`src/rtl/ilk_pkg.sv`:
```
package ilk_pkg;

    localparam int MAX_LAT = 3;

    typedef enum logic [2:0] {
        OP_INT_ALU  = 3'd0,
        OP_INT_LOAD = 3'd1,
        OP_FP_ALU   = 3'd2,
        OP_FP_LOAD  = 3'd3,
        OP_FP_STORE = 3'd4,
        OP_BRANCH   = 3'd5
    } op_cls_e;

    typedef enum logic [1:0] {
        USE_INT     = 2'd0,
        USE_BRANCH  = 2'd1,
        USE_FP_ALU  = 2'd2,
        USE_ST_DATA = 2'd3
    } use_e;

    typedef enum logic {
        S_OPEN = 1'b0,
        S_HELD = 1'b1
    } ilk_state_e;

    // How an operand in a given slot of a given class is consumed.
    function automatic use_e use_kind(input logic [2:0] cls, input logic slot);
        use_e u;
        unique case (cls)
            OP_FP_ALU:   u = USE_FP_ALU;
            OP_BRANCH:   u = USE_BRANCH;
            OP_FP_STORE: u = slot ? USE_ST_DATA : USE_INT;
            default:     u = USE_INT;
        endcase
        return u;
    endfunction

    // Stall cycles required between producer class and consumer use.
    function automatic logic [2:0] op_latency(input logic [2:0] prod, input use_e u);
        logic [2:0] l;
        unique case (prod)
            OP_INT_ALU:  l = (u == USE_BRANCH) ? 3'd1 : 3'd0;
            OP_INT_LOAD: l = 3'd1;
            OP_FP_ALU:   l = (u == USE_ST_DATA) ? 3'd2 : 3'd3;
            OP_FP_LOAD:  l = (u == USE_ST_DATA) ? 3'd0 : 3'd1;
            default:     l = 3'd0;
        endcase
        return l;
    endfunction

endpackage

```
`src/rtl/ilk_scoreboard.sv`:
```
module ilk_scoreboard
    import ilk_pkg::*;
#(
    parameter int REG_AW = 5,
    parameter int AGE_W  = 3,
    parameter int PORTS  = 2
) (
    input  logic                          clk,
    input  logic                          rst_n,
    input  logic                          wr_en,
    input  logic                          wr_fp,
    input  logic [REG_AW-1:0]             wr_reg,
    input  logic [2:0]                    wr_cls,
    input  logic [PORTS-1:0]              rd_fp,
    input  logic [PORTS*REG_AW-1:0]       rd_reg,
    output logic [PORTS*AGE_W-1:0]        rd_age,
    output logic [PORTS*3-1:0]            rd_cls
);

    localparam int NREG = 1 << REG_AW;
    localparam logic [AGE_W-1:0] AGE_MAX = {AGE_W{1'b1}};
    localparam logic [AGE_W-1:0] AGE_ONE = {{(AGE_W-1){1'b0}}, 1'b1};

    logic [AGE_W-1:0] age_q [2][NREG];
    logic [2:0]       cls_q [2][NREG];

    always_ff @(posedge clk) begin
        for (int f = 0; f < 2; f++) begin
            for (int r = 0; r < NREG; r++) begin
                if (!rst_n) begin
                    age_q[f][r] <= AGE_MAX;
                    cls_q[f][r] <= 3'd0;
                end else if (wr_en && (int'(wr_fp) == f) && (int'(wr_reg) == r)) begin
                    age_q[f][r] <= AGE_ONE;
                    cls_q[f][r] <= wr_cls;
                end else if (age_q[f][r] != AGE_MAX) begin
                    age_q[f][r] <= age_q[f][r] + AGE_ONE;
                end
            end
        end
    end

    for (genvar p = 0; p < PORTS; p++) begin : g_rd
        assign rd_age[p*AGE_W +: AGE_W] = age_q[rd_fp[p]][rd_reg[p*REG_AW +: REG_AW]];
        assign rd_cls[p*3 +: 3]         = cls_q[rd_fp[p]][rd_reg[p*REG_AW +: REG_AW]];
    end

endmodule

```
`src/rtl/ilk_operand_check.sv`:
```
module ilk_operand_check
    import ilk_pkg::*;
#(
    parameter int REG_AW = 5,
    parameter int AGE_W  = 3,
    parameter bit SLOT   = 1'b0
) (
    input  logic              en,
    input  logic              fp,
    input  logic [REG_AW-1:0] rnum,
    input  logic [2:0]        cons_cls,
    input  logic [AGE_W-1:0]  age,
    input  logic [2:0]        prod_cls,
    output logic              blocked
);

    logic       hardwired_zero;
    logic [2:0] need;

    always_comb begin
        hardwired_zero = !fp && (rnum == '0);
        need           = op_latency(prod_cls, use_kind(cons_cls, SLOT));
        blocked        = en && !hardwired_zero &&
                         ({{(8-AGE_W){1'b0}}, age} < ({5'd0, need} + 8'd1));
    end

endmodule

```
`src/rtl/ilk_stall_ctr.sv`:
```
module ilk_stall_ctr #(
    parameter int CNT_W = 16
) (
    input  logic             clk,
    input  logic             rst_n,
    input  logic             inc,
    output logic [CNT_W-1:0] count
);

    always_ff @(posedge clk) begin
        if (!rst_n)   count <= '0;
        else if (inc) count <= count + 1'b1;
    end

endmodule

```
`src/rtl/issue_interlock.sv`:
```
module issue_interlock
    import ilk_pkg::*;
#(
    parameter int REG_AW = 5,
    parameter int CNT_W  = 16
) (
    input  logic                  clk,
    input  logic                  rst_n,
    input  logic                  in_valid,
    input  logic [2:0]            in_cls,
    input  logic [1:0]            src_en,
    input  logic [1:0]            src_fp,
    input  logic [2*REG_AW-1:0]   src_reg,
    input  logic                  dst_en,
    input  logic                  dst_fp,
    input  logic [REG_AW-1:0]     dst_reg,
    output logic                  issue_valid,
    output logic                  stall,
    output logic [CNT_W-1:0]      stall_count
);

    localparam int AGE_W = $clog2(MAX_LAT + 2);
    localparam int PORTS = 2;

    ilk_state_e state, state_nx;
    logic [PORTS*AGE_W-1:0] sb_age;
    logic [PORTS*3-1:0]     sb_cls;
    logic [PORTS-1:0]       blk;
    logic                   any_blk;
    logic                   wr_en;

    ilk_scoreboard #(.REG_AW(REG_AW), .AGE_W(AGE_W), .PORTS(PORTS)) u_sb (
        .clk    (clk),
        .rst_n  (rst_n),
        .wr_en  (wr_en),
        .wr_fp  (dst_fp),
        .wr_reg (dst_reg),
        .wr_cls (in_cls),
        .rd_fp  (src_fp),
        .rd_reg (src_reg),
        .rd_age (sb_age),
        .rd_cls (sb_cls)
    );

    for (genvar p = 0; p < PORTS; p++) begin : g_op
        ilk_operand_check #(.REG_AW(REG_AW), .AGE_W(AGE_W), .SLOT(p == 1)) u_chk (
            .en       (src_en[p]),
            .fp       (src_fp[p]),
            .rnum     (src_reg[p*REG_AW +: REG_AW]),
            .cons_cls (in_cls),
            .age      (sb_age[p*AGE_W +: AGE_W]),
            .prod_cls (sb_cls[p*3 +: 3]),
            .blocked  (blk[p])
        );
    end

    assign any_blk = |blk;

    ilk_stall_ctr #(.CNT_W(CNT_W)) u_cnt (
        .clk   (clk),
        .rst_n (rst_n),
        .inc   (stall),
        .count (stall_count)
    );

    // State register
    always_ff @(posedge clk) begin
        if (!rst_n) state <= S_OPEN;
        else        state <= state_nx;
    end

    // Next state and outputs
    always_comb begin
        state_nx    = state;
        issue_valid = 1'b0;
        stall       = 1'b0;
        unique case (state)
            S_OPEN: begin
                if (in_valid) begin
                    issue_valid = !any_blk;
                    stall       = any_blk;
                    state_nx    = any_blk ? S_HELD : S_OPEN;
                end
            end
            S_HELD: begin
                issue_valid = in_valid && !any_blk;
                stall       = in_valid && any_blk;
                state_nx    = stall ? S_HELD : S_OPEN;
            end
            default: state_nx = S_OPEN;
        endcase
        wr_en = issue_valid && dst_en && (dst_fp || (dst_reg != '0));
    end

endmodule

```
`config.mk`:
```
export PLATFORM = sky130hd
export DESIGN_NAME = issue_interlock
export DESIGN_NICKNAME = d
export VERILOG_FILES = /design/src/rtl/ilk_pkg.sv /design/src/rtl/ilk_scoreboard.sv /design/src/rtl/ilk_operand_check.sv /design/src/rtl/ilk_stall_ctr.sv /design/src/rtl/issue_interlock.sv
export SDC_FILE = /design/constraint.sdc
export NUM_CORES = 1
export LEC_CHECK = 0
export BUFFER_PORTS_ARGS = -buffer_cell sky130_fd_sc_hd__buf_2
export CORE_UTILIZATION = 40
export DETAILED_ROUTE_END_ITERATION = 10
export GPL_ROUTABILITY_DRIVEN = 1
export GPL_TIMING_DRIVEN = 0
export PLACE_DENSITY = 0.69
export SYNTH_ARGS = -nofsm -noshare
export SYNTH_HDL_FRONTEND = slang
export SYNTH_SLANG_ARGS = --single-unit
```
`constraint.sdc`:
```
create_clock -name clk -period 5.8 [get_ports clk]
set_clock_uncertainty 0.2 [all_clocks]
set_input_delay 0 -clock clk [delete_from_list [all_inputs] [get_ports clk]]
set_output_delay 0 -clock clk [all_outputs]
set_load 0.005 [all_outputs]
```
# After elaboration in Yosys (flattened, before gate mapping)
# Memory sizes are Yosys's and may differ from the RTL's.
# Index checks and enable logic that the tools add are counted.
# classes
magnitude_cmp	4
n_mux	671
n_reduce_logical	89
bitwise	196
add_sub_neg	67
eq_ne	108
# op_table
cell	count
3-bit two-way mux	200
1-bit two-way mux	460
3-bit by 1-bit adder with 3-bit output (second input constant)	64
3-bit inequality test (second input constant)	64
1-bit OR	192
5-bit == test (second input constant)	16
1-bit logical AND	76
3-bit binary-select mux with 5-bit select	4
5-bit by 4-bit == test with 1-bit output (second input constant)	8
3-bit case mux with 4 select lines	2
5-bit by 3-bit == test with 1-bit output (second input constant)	4
16-bit by 1-bit adder with 16-bit output (second input constant)	1
3-bit by 8-bit < comparator with 1-bit output	2
3-bit by 2-bit == test with 1-bit output (second input constant)	5
5-bit zero test	3
6-bit greater-or-equal comparator (second input constant)	2
5-bit NOT with 6-bit output	2
5-bit by 2-bit == test with 1-bit output (second input constant)	2
3-bit by 1-bit adder with 4-bit output (second input constant)	2
3-bit by 1-bit == test with 1-bit output (second input constant)	2
3-bit == test (second input constant)	2
3-bit zero test	2
1-bit case mux with 2 select lines	3
2-bit case mux with 3 select lines	1
other kinds (9)	16
# word_totals
ram_bits	384
regBits	17
inputBits	27
out_inout_bits	18
elab_cells	1139
mem_count	2
# memory_table
name	depth	width	rd	rd_clocked_by_memory_dff	write_ports	line	rtl
u_sb.age_q	2	96	4	0	2	ilk_scoreboard.sv:24	logic [AGE_W-1:0] age_q [2][NREG];
u_sb.cls_q	2	96	2	0	2	ilk_scoreboard.sv:25	logic [2:0] cls_q [2][NREG];

# Longest topological paths before layout
# depth
ltp_word	22
ltp_mapped	24
depth_no_buf	18

# By module
# A second synthesis with hierarchy kept.
# hier_totals
hier_cells	2036
hier_area_um2	24496.0
# by_module_without_submodules
module	n_inst	seq_area_each_um2	cells_each	area_per_inst_um2
ilk_scoreboard	1	11531.1	1914	23460.0
ilk_stall_ctr	1	320.3	83	744.5
ilk_operand_check (g_op[1].u_chk)	1	0.0	17	136.4
ilk_operand_check (g_op[0].u_chk)	1	0.0	18	122.6
issue_interlock	1	0.0	4	32.5

# Least setup slack after synthesis
# OpenSTA, ideal clock, no wires.
# synth_timing
kind	input -> register
startpoint	in src_reg[5]
endpoint	mem u_sb.cls_q[1][84] in the netlist's numbering (enable)
arrival_time_ns	5.043
setup_time_ns	0.344
n_path_buf	8
setup_slack_ns	0.212
required_time_ns	5.256
path_stages	19
path_cell_list	buf_6 -> buf_4 -> buf_2 -> buf_2 -> buf_1 -> clkbuf_1 -> mux4_2 -> mux4_2 -> mux4_2 -> ha_1 -> o21ai_0 -> a22oi_1 -> inv_1 -> a41oi_1 -> o21a_1 -> buf_2 -> nand3_1 -> buf_2 -> o21ai_0
# synth_lines
element	line	rtl
from (decl)	issue_interlock.sv:13	input logic [2*REG_AW-1:0] src_reg,
to (decl)	ilk_scoreboard.sv:25	

==> out/qor.csv <==
stage,metric,value,unit
run,cap_violations,1,
placement,io_buffers,37,
sta,fin_crit_sh,101.8,%
worst_setup_path,reg2reg_depth,16,
worst_setup_path,required,5830,ps
logic_synthesis,yosysWarnings,0,
die,die_x,252.7,um
placement,place.gp.congestion,1.079,
placement,postPlaceCellArea,0.02638,mm^2
logic_synthesis,ys_seq_area_share,47.14,%
die,pin_count,45,
die,initial_core_util,40.59,%
worst_setup_path,r2r_end,u_sb.cls_q[1][77],
clock_network,clockBufferDepth,3,
global_route,grt_max_degree,20,
drt,drtPass1Iterations,8,
die,die_h,252.7,um
logic_synthesis,synth_commonest_cells,"edfxtp_1, nor2_1, mux4_2",
logic_synthesis,synth_cell_type_count,71,
worst_setup_path,start_kind,input pin,
clock_network,clock-sinks,400,
cells_and_area,final_nets,2367,
die,rows,91,
global_route,grt_first_pass_wirelength,141.2,mm
power,p_leak,9.322,nW
clock_network,clk_pin_slew,80,ps
drt,vias,20960,
clock_network,h-tree-depth,2,
drt,drcViolationCount,0,
clock_network,worstSkewPairLatency,620,ps
cells_and_area,fin_util,45.62,%
drt,drtIter0Drc,3577,
cells_and_area,nFillCells,5566,
outcome,failed_checks,"max-capacitance violations, max-slew violations, negative setup slack",
sta,final_hold_viol_count,0,
logic_synthesis,syn_inst,2110,
worst_setup_path,endpoint_kind,flop,
worst_setup_path,rrSetupSlack,90,ps
global_route,grt_pass1_vias,19910,
placement,dp_hpwl,75.07,mm
clock_network,root_buffer,clkbuf_16,
die,dieArea,0.06386,mm^2
power,power-per-cell-area,422.9,mW/mm^2
worst_setup_path,endpoint,u_sb.cls_q[1][77],
sta,setup_viol,86,
global_route,overflow,0,
clock_network,cts_tree,built,
worst_setup_path,path_class,in2reg,
global_route,grt_use_total,31.47,%
sta,final.min_clock_period,5904,ps
logic_synthesis,yosys-top-cells-area,"edfxtp_1, mux4_2, ha_1, nor2_1, o21ai_0",
power,peakVddDrop,0.0002095,V
sta,maxSlewViolCount,7,
die,core,0.06194,mm^2
hold_path,hold_class,in2reg,
cells_and_area,n_antenna_cell,0,
drt,routedWlPerCell,32.81,um
outcome,status,"complete, but fails checks",
worst_setup_path,worstSetupStartpoint,src_reg[7],
logic_synthesis,yosysMostFrequentCell,edfxtp_1,
power,fin_total_pwr,0.01195,W
sta,relSlewSlack,-8.398,%
sta,worstMarginPinSlew,1614,ps
worst_setup_path,arrival,5930,ps
drt,ant_nets,0,
sta,max_freq,0.1694,GHz
worst_setup_path,crit_slowest_cell,nor2_1,
worst_setup_path,crit_fanout,10,
cells_and_area,area_growth,12.39,%
logic_synthesis,yosysTopAreaCell,edfxtp_1,
worst_setup_path,max_stage_delay,1010,ps
logic_synthesis,synth_seq_cells,400,
logic_synthesis,async_flop_share,0,%
worst_setup_path,crit_path_cell_trace,buf_2 -> buf_4 -> clkinv_1 -> nor2_1 -> nand3_1 -> and4b_1 -> a2111oi_4 -> nor3_2 -> ha_1 -> inv_1 -> ha_1 -> o21ai_0 -> a22oi_1 -> inv_1 -> nor4_4 -> o211ai_4 -> buf_2 -> o21ai_0,
clock_network,cts_inserted_buffers,46,
sta,layout_setup_ws,-103.8,ps
logic_synthesis,ys.flop_type,edfxtp_1,
logic_synthesis,yosysTopAreaCellShare,45.86,%
cells_and_area,design_area,0.02826,mm^2
logic_synthesis,syn_area,0.02514,mm^2
cells_and_area,drive_gt1_share,19.38,%
worst_setup_path,timing.rr.start,u_sb.cls_q[1][3],
logic_synthesis,syn_area_per_cell,11.92,um^2
drt,routed_wl,101.0,mm
placement,pre_cts_slack,-2687,ps
global_route,antenna_found_initial,2,
logic_synthesis,synth_enable_flop_cells,384,
drt,viasPerCell,6.812,
## registers in the layout, summed over array words and instances (netlist names)
name         count
u_sb.age_q     192
u_sb.cls_q     192
u_cnt.count     16
## layout make-up
type	count	area [um^2]	area share (%)
Clock buffer	55	1205	4.264
Tap cell	837	1047	3.706
Sequential cell	400	11850	41.94
Multi-Input combinational cell	1505	12480	44.18
Clock inverter	28	332.8	1.178
Inverter	53	200.2	0.7085
Timing Repair Buffer	47	277.8	0.9830
Buffer	152	857.1	3.033
## cell families after synthesis
kind of cell / synth area share, %
AND/OR/NAND/NOR: 14.98
flip-flops: 47.14
AO/OA/AOI/OAI: 7.918
multiplexers: 19.45
buffers and inverters: 3.777
adder cells (fa/ha/maj): 6.718
other: 0.01492
## routing by layer
layer	share of wire (%)	track usage [%]	vias to the layer above
met5	0.044	0	-
met4	8.4	21.99	4
met3	16	11.15	466
met2	42	45.54	2024
met1	34	39.18	10150
li1	-	-	8318
## critical path, delay by kind of cell
family / cells / cell delay [ps]
buf+inv: 6 / 1350
fa+ha+maj: 2 / 570
compound gates: 5 / 1900
simple gates: 5 / 2090
## report_power, final
part	leakage (nW)	total [W]	internal, W	switching [W]
Clock	0.747	0.00310	0.00179	0.00131
Combinational	4.82	0.00401	0.00180	0.00221
Sequential	3.76	0.00484	0.00418	0.000668
Total	9.32	0.0119	0.00777	0.00418
## timing repair
action / in CTS / in global routing
pin swaps: 0 / 2
hold endpoints to repair: 48 / 0
hold buffers: 8 / 0
gates resized for setup: 83 / 62
buffers inserted: 0 / 1
endpoints found under the setup margin: 774 / 607
## per-stage QoR
stage | hold slack [ps] | std cells | TNS (ps)
finish | 41.07 | 3077 | -3093
global route | 47.70 | 3077 | -181.2
CTS | 5.343 | 3076 | -1087
detailed placement | 131.0 | 2986 | -1580570
global placement | 121.1 | 2986 | -1498600
floorplan | -63.19 | 2112 | 0
## worst min-delay path by stage
stage,endpoint,startpoint,slack [ps],cells past startpoint
after floorplan,issue_valid,in_valid,-60,2
after global placement,u_cnt.count[1],in_valid,120,3
after detailed placement,u_cnt.count[1],in_valid,130,3
after CTS,u_sb.cls_q[0][0],in_cls[0],5,5
after global routing,u_sb.cls_q[1][51],in_cls[0],50,5
final,u_sb.cls_q[0][0],in_cls[0],40,5
## cells in the final DEF (no fill, tap or decap), drive strengths merged, types with 20 or more instances in the layout
| cell type | netlist | routed |
|---|---|---|
| nor2 | 381 | 381 |
| buf | 69 | 102 |
| nor3 | 49 | 49 |
| nand2b | 20 | 20 |
| or4 | 33 | 33 |
| a21oi | 26 | 26 |
| or3b | 27 | 27 |
| mux4 | 197 | 197 |
| inv | 49 | 51 |
| mux2i | 43 | 43 |
| edfxtp | 384 | 384 |
| nand3b | 40 | 40 |
| o21ai | 208 | 208 |
| nand3 | 24 | 24 |
| o211ai | 30 | 30 |
| clkbuf | 85 | 143 |
| ha | 135 | 135 |
| nand2 | 133 | 133 |
| clkinv | 4 | 20 |
Power figures use the tool's default switching activity.
